File: config.mk
export PLATFORM = sky130hd
export DESIGN_NAME = pwrmode_ctrl
export DESIGN_NICKNAME = d
export VERILOG_FILES = /design/src/rtl/pwrmode_pkg.sv /design/src/rtl/pwrmode_sync.sv /design/src/rtl/pwrmode_role.sv /design/src/rtl/pwrmode_fsm.sv /design/src/rtl/pwrmode_ctrl.sv
export SDC_FILE = /design/constraint.sdc
export NUM_CORES = 1
export LEC_CHECK = 0
export ABC_AREA = 1
export ABC_CLOCK_PERIOD_IN_PS = 950
export BUFFER_PORTS_ARGS = -buffer_cell sky130_fd_sc_hd__buf_2
export CAP_MARGIN = 20
export CORE_AREA = 2 2 39 41
export CTS_BUF_LIST = sky130_fd_sc_hd__clkbuf_8
export CTS_CLUSTER_DIAMETER = 50
export DETAILED_ROUTE_END_ITERATION = 8
export DIE_AREA = 0 0 41 43
export GPL_ROUTABILITY_DRIVEN = 0
export GPL_TIMING_DRIVEN = 0
export PLACE_DENSITY = 0.37
export RECOVER_POWER = 100
export SETUP_SLACK_MARGIN = 0.05
export SYNTH_ARGS = -nofsm -noshare
export SYNTH_HDL_FRONTEND = slang
export SYNTH_SLANG_ARGS = --single-unit
File: constraint.sdc
create_clock -name clk -period 0.95 [get_ports clk]
set_input_delay 0.0475 -clock clk [delete_from_list [all_inputs] [get_ports clk]]
set_output_delay 0.0475 -clock clk [all_outputs]
set_load 0.01 [all_outputs]
File: src/rtl/pwrmode_pkg.sv
`timescale 1ns/1ps
package pwrmode_pkg;
   localparam int MODE_W = 2;

   typedef enum logic [MODE_W-1:0] {
      MODE_WAIT_PG = 2'd0,
      MODE_RUN     = 2'd1,
      MODE_PWRDN   = 2'd2
   } mode_e;
endpackage

File: src/rtl/pwrmode_sync.sv
`timescale 1ns/1ps
// Release synchronizer. A low pin clears every stage at once; a high level
// reaches level_q only after STAGES rising clock edges.
module pwrmode_sync #(
   parameter int STAGES = 2
) (
   input  logic clk,
   input  logic rst_n,
   input  logic pin_n,
   output logic level_q
);
   logic             clr_n;
   logic [STAGES-1:0] chain;

   assign clr_n = rst_n & pin_n;

   always_ff @(posedge clk or negedge clr_n) begin
      if (!clr_n) chain <= '0;
      else        chain <= {chain[STAGES-2:0], 1'b1};
   end

   assign level_q = chain[STAGES-1];
endmodule

File: src/rtl/pwrmode_role.sv
`timescale 1ns/1ps
// Sticky role flag: 0 = power-good qualifier, 1 = power-down request.
module pwrmode_role (
   input  logic clk,
   input  logic rst_n,
   input  logic level_q,
   output logic role_pd
);
   always_ff @(posedge clk or negedge rst_n) begin
      if (!rst_n)       role_pd <= 1'b0;
      else if (level_q) role_pd <= 1'b1;
   end

   AST_ROLE_STICKY: assert property (@(posedge clk) disable iff (!rst_n)
      role_pd |=> role_pd);
endmodule

File: src/rtl/pwrmode_fsm.sv
`timescale 1ns/1ps
module pwrmode_fsm
   import pwrmode_pkg::*;
(
   input  logic  clk,
   input  logic  rst_n,
   input  logic  level_q,
   output mode_e state
);
   mode_e state_nx;

   always_comb begin
      state_nx = state;
      unique case (state)
         MODE_WAIT_PG: state_nx = level_q ? MODE_RUN : MODE_WAIT_PG;
         MODE_RUN:     state_nx = level_q ? MODE_RUN : MODE_PWRDN;
         MODE_PWRDN:   state_nx = level_q ? MODE_RUN : MODE_PWRDN;
         default:      state_nx = MODE_WAIT_PG;
      endcase
   end

   always_ff @(posedge clk or negedge rst_n) begin
      if (!rst_n) state <= MODE_WAIT_PG;
      else        state <= state_nx;
   end

   AST_NO_ILLEGAL_MODE: assert property (@(posedge clk) disable iff (!rst_n)
      state != mode_e'(2'd3));
   AST_NEVER_BACK: assert property (@(posedge clk) disable iff (!rst_n)
      (state != MODE_WAIT_PG) |=> (state != MODE_WAIT_PG));
endmodule

File: src/rtl/pwrmode_ctrl.sv
`timescale 1ns/1ps
module pwrmode_ctrl
   import pwrmode_pkg::*;
#(
   parameter int SYNC_STAGES       = 2,
   parameter int MIN_RESUME_CYCLES = 2,
   parameter int MAX_RESUME_CYCLES = 6
) (
   input  logic              clk,
   input  logic              rst_n,
   input  logic              pwr_ctl_n,
   output logic              osc_en,
   output logic              cfg_en,
   output logic              out_en,
   output logic [MODE_W-1:0] mode
);
   localparam int RESUME_CYCLES = SYNC_STAGES + 1;

   generate
      if (SYNC_STAGES < 2) begin : g_bad_depth
         $error("pwrmode_ctrl: SYNC_STAGES must be at least 2");
      end
      if (RESUME_CYCLES < MIN_RESUME_CYCLES || RESUME_CYCLES > MAX_RESUME_CYCLES) begin : g_bad_latency
         $error("pwrmode_ctrl: resume latency outside the allowed window");
      end
   endgenerate

   logic  level_q;
   logic  role_pd;
   mode_e state;

   pwrmode_sync #(.STAGES(SYNC_STAGES)) u_sync (
      .clk     (clk),
      .rst_n   (rst_n),
      .pin_n   (pwr_ctl_n),
      .level_q (level_q)
   );

   pwrmode_role u_role (
      .clk     (clk),
      .rst_n   (rst_n),
      .level_q (level_q),
      .role_pd (role_pd)
   );

   pwrmode_fsm u_fsm (
      .clk     (clk),
      .rst_n   (rst_n),
      .level_q (level_q),
      .state   (state)
   );

   // Domain enables track the raw pin in the power-down role so the
   // oscillator can restart before the synchronizer needs its clock.
   assign osc_en = ~role_pd | pwr_ctl_n;
   assign cfg_en = ~role_pd | pwr_ctl_n;
   // The synchronizer clears asynchronously, so out_en drops at once.
   assign out_en = (state == MODE_RUN) & level_q;
   assign mode   = state;

   AST_ROLE_MATCH: assert property (@(posedge clk) disable iff (!rst_n)
      role_pd == (state != MODE_WAIT_PG));
   AST_PG_DOMAINS_ON: assert property (@(posedge clk) disable iff (!rst_n)
      (state == MODE_WAIT_PG) |-> (osc_en && cfg_en));
   AST_PD_ALL_OFF: assert property (@(posedge clk) disable iff (!rst_n)
      (role_pd && !pwr_ctl_n) |-> (!out_en && !osc_en && !cfg_en));
   AST_OUT_NEEDS_SYNC: assert property (@(posedge clk) disable iff (!rst_n)
      $rose(out_en) |-> $past(level_q));
endmodule

==> summary.txt <==
Detailed routing
  – Final ANT Viol Nets: 0
  – Routed wire length: 374 µm
  – Vias: roughly 200
  – WL per Instance: 6.68 µm
  – Vias per inst: around 3.5
  – Number of iterations in the first detailed-routing pass: 2
  – DRT iter0 DRCs: 1
  – Post-route DRC: 0

Clock network
  – Worst skew pair latency: 0.22 ns
  – Deepest clock path buffer count: 2
  – Clock sink total: 5
  – CTS tree: yes
  – Clock root buffer: clkbuf_8
  – TritonCTS Buffers: 3
  – Reg clk slew, reported paths: 0.04 ns
  – CTS HTree Levels: 1

Run status
  – Violated checks: setup timing
  – Status: finished with violations

Floorplan
  – Core area: 1380 µm²
  – Horiz. Die Dim: 41 µm
  – # rows: 14
  – IO Pins: 8
  – Initial Utilization: 16.8%
  – Die H: 43 µm
  – Die area: 1760 µm²

Setup path
  – Reg2reg start: u_fsm.state[0]
  – CP Capture Type: output pin
  – Max stage delay on crit path: 0.41 ns
  – Critical path required time: about 0.9 ns
  – Nature of the critical path startpoint: flop
  – Setup crit start: u_fsm.state[0]
  – Critical-path cell list: ha_4 -> nand2_2 -> inv_2 -> buf_6
  – CP delay by family, top: flip-flops
  – Worst EP arrival: 1.01 ns
  – CP Max Fanout: 3
  – CP Buf/Inv Count: 2
  – Worst setup path class: reg -> out
  – Slowest CP cell: dfrtp_1

Place
  – DP Worst Slack: -0.0341 ns
  – I/O Buffers: 7

Logic synthesis
  – Multiplexer share of the synthesized area: 0%
  – Post-synthesis sequential area ratio: a little over half
  – Compound-Gate Fraction of Synth Area: 0%
  – Syn nets: 31
  – Netlist Area Pre-Place: 233 µm²
  – Simple-gate share of the synthesized area: 14.0%
  – Cell variety after synth: 8
  – Synth Area in XOR/XNOR: 0%
  – Adder-Cell Fraction of Synth Area: 16.1%
  – Largest family of logic cells by synthesized area: adder cells
  – Syn Inst Count: 25
  – #FFs+latches synth: 5
  – Mean area per synthesized cell: 9.31 µm²
  – Yosys warnings: 0

Cells and area
  – Ant diodes: 0
  – Layout cell share with drive strength beyond 1: a little under two fifths
  – Area of the multi-input gates: 88.8 µm²
  – Commonest non-fill, non-tap cell in the layout: inv_1
  – Final net count: 47
  – Storage element area: 125 µm²
  – Number of fill cells in the layout: 153
  – Commonest cells after routing, fill and taps aside: inv_1, dfrtp_1
  – Synth-to-Final Area Change: 71.5%

Power and ir drop
  – Peak VDD IR: 1.30 mV
  – PD cells: 2730 nW/µm²
  – Static Leakage: 0.215 nW

Timing
  – Final min period: 1.05 ns
  – Fmax: 950 MHz
  – Final WS setup: -0.103 ns
  – Fin. Hold Viols: 0
  – Clock skew: between 0.002 and 0.0025 ns
  – Worst-case hold slack: between 0.15 and 0.2 ns
  – Final Setup Violations: 4
  – RSZ-0062 raised after global routing: true
  – Final period util: 111%
  – Final Max Slew Viols: 0

Global route
  – Gr usage total: between 5 and 6%
  – Total grt overflow: 0
  – Pin count of the biggest net entering global routing: 5
  – Vias in the first global route: 191
  – Initial antenna violation count: 0
  – First-pass GRT wire length: 662 µm

Worst hold path
  – HP Class: in -> async

Job
  – Max cap viols: 0
stage by stage:
step	std cells	cell area [µm²]	power, mW	setup TNS, ns	utilization [%]
finish	56	399	1.09	-0.175	28.8
global route	56	399	1.19	-0.386	28.8
CTS	56	395	1.09	-0.188	28.6
detailed placement	48	288	0.564	-0.0341	20.8
global placement	48	288	0.552	-0.00365	20.8
floorplan	25	233	0.469	-0.0459	-
worst paths after layout:
path                            slack, ns  cells past startpoint         endpoint
worst min-delay path                 0.18                      2   u_role.role_pd
worst max-delay path                -0.10                      4           out_en
max in group asynchronous            0.46                      4  u_sync.chain[0]
worst min register to register       0.35                      0  u_sync.chain[1]
min in group clk                     0.35                      0  u_sync.chain[1]
worst max register to register      -0.05                      4   u_fsm.state[0]
worst reg2reg max path: cells and delay by family, from the launching register on:
family	cells	cell delay, ns
fa+ha+maj	1	0.28
buf+inv	1	0.06
flops	1	0.40
simple gates	2	0.14
Yosys cell counts:
library cell / n / area, µm²
nand2_1: 4 / 15.0
conb_1: 1 / 3.75
dfrtp_1: 5 / 125
nor2_1: 3 / 11.3
buf_4: 1 / 7.51
or2_1: 1 / 6.26
ha_1: 3 / 37.5
inv_1: 7 / 26.3
logic make-up after synthesis:
logic type | Yosys count
other | 1
buffers and inverters | 8
AND/OR/NAND/NOR | 8
adder cells (fa/ha/maj) | 3
flip-flops | 5
layout make-up:
class,count,share of cell area [%]
Buffer,1,1.88
Sequential cell,5,31.3
Multi-Input combinational cell,12,22.3
Timing Repair Buffer,11,21.6
Clock inverter,1,0.940
Tap cell,16,5.02
Clock buffer,3,10.3
Inverter,7,6.58
power by group:
group | switching, mW | leakage [nW] | total, mW | internal, mW
Combinational | 0.193 | 0.129 | 0.415 | 0.222
Clock | 0.0966 | 0.0269 | 0.373 | 0.276
Sequential | 0.0424 | 0.0588 | 0.302 | 0.260
Total | 0.332 | 0.215 | 1.09 | 0.758
metal layers:
| metal | vias up | routed length (µm) | global-route usage (%) |
|---|---|---|---|
| met1 | 92 | 157 | 5.59 |
| met5 | - | 0 | 0 |
| met3 | 0 | 39 | 6.28 |
| met4 | 0 | 0 | 0 |
| li1 | 96 | - | - |
| met2 | 7 | 177 | 8.75 |
timing repair:
item / 4_1_cts / 5_1_grt
pin swaps: 2 / 1
setup buffers: 2 / 0
resized for setup: 6 / 2
setup endpoints to repair: 4 / 6
hold buffers: 2 / 0
hold endpoints to repair: 5 / 0
flip-flops by register name, indices dropped and copies added (netlist names):
signal	cells
u_fsm.state	2
u_role.role_pd	1
u_sync.chain	2
(Power assumes the default switching activity.)
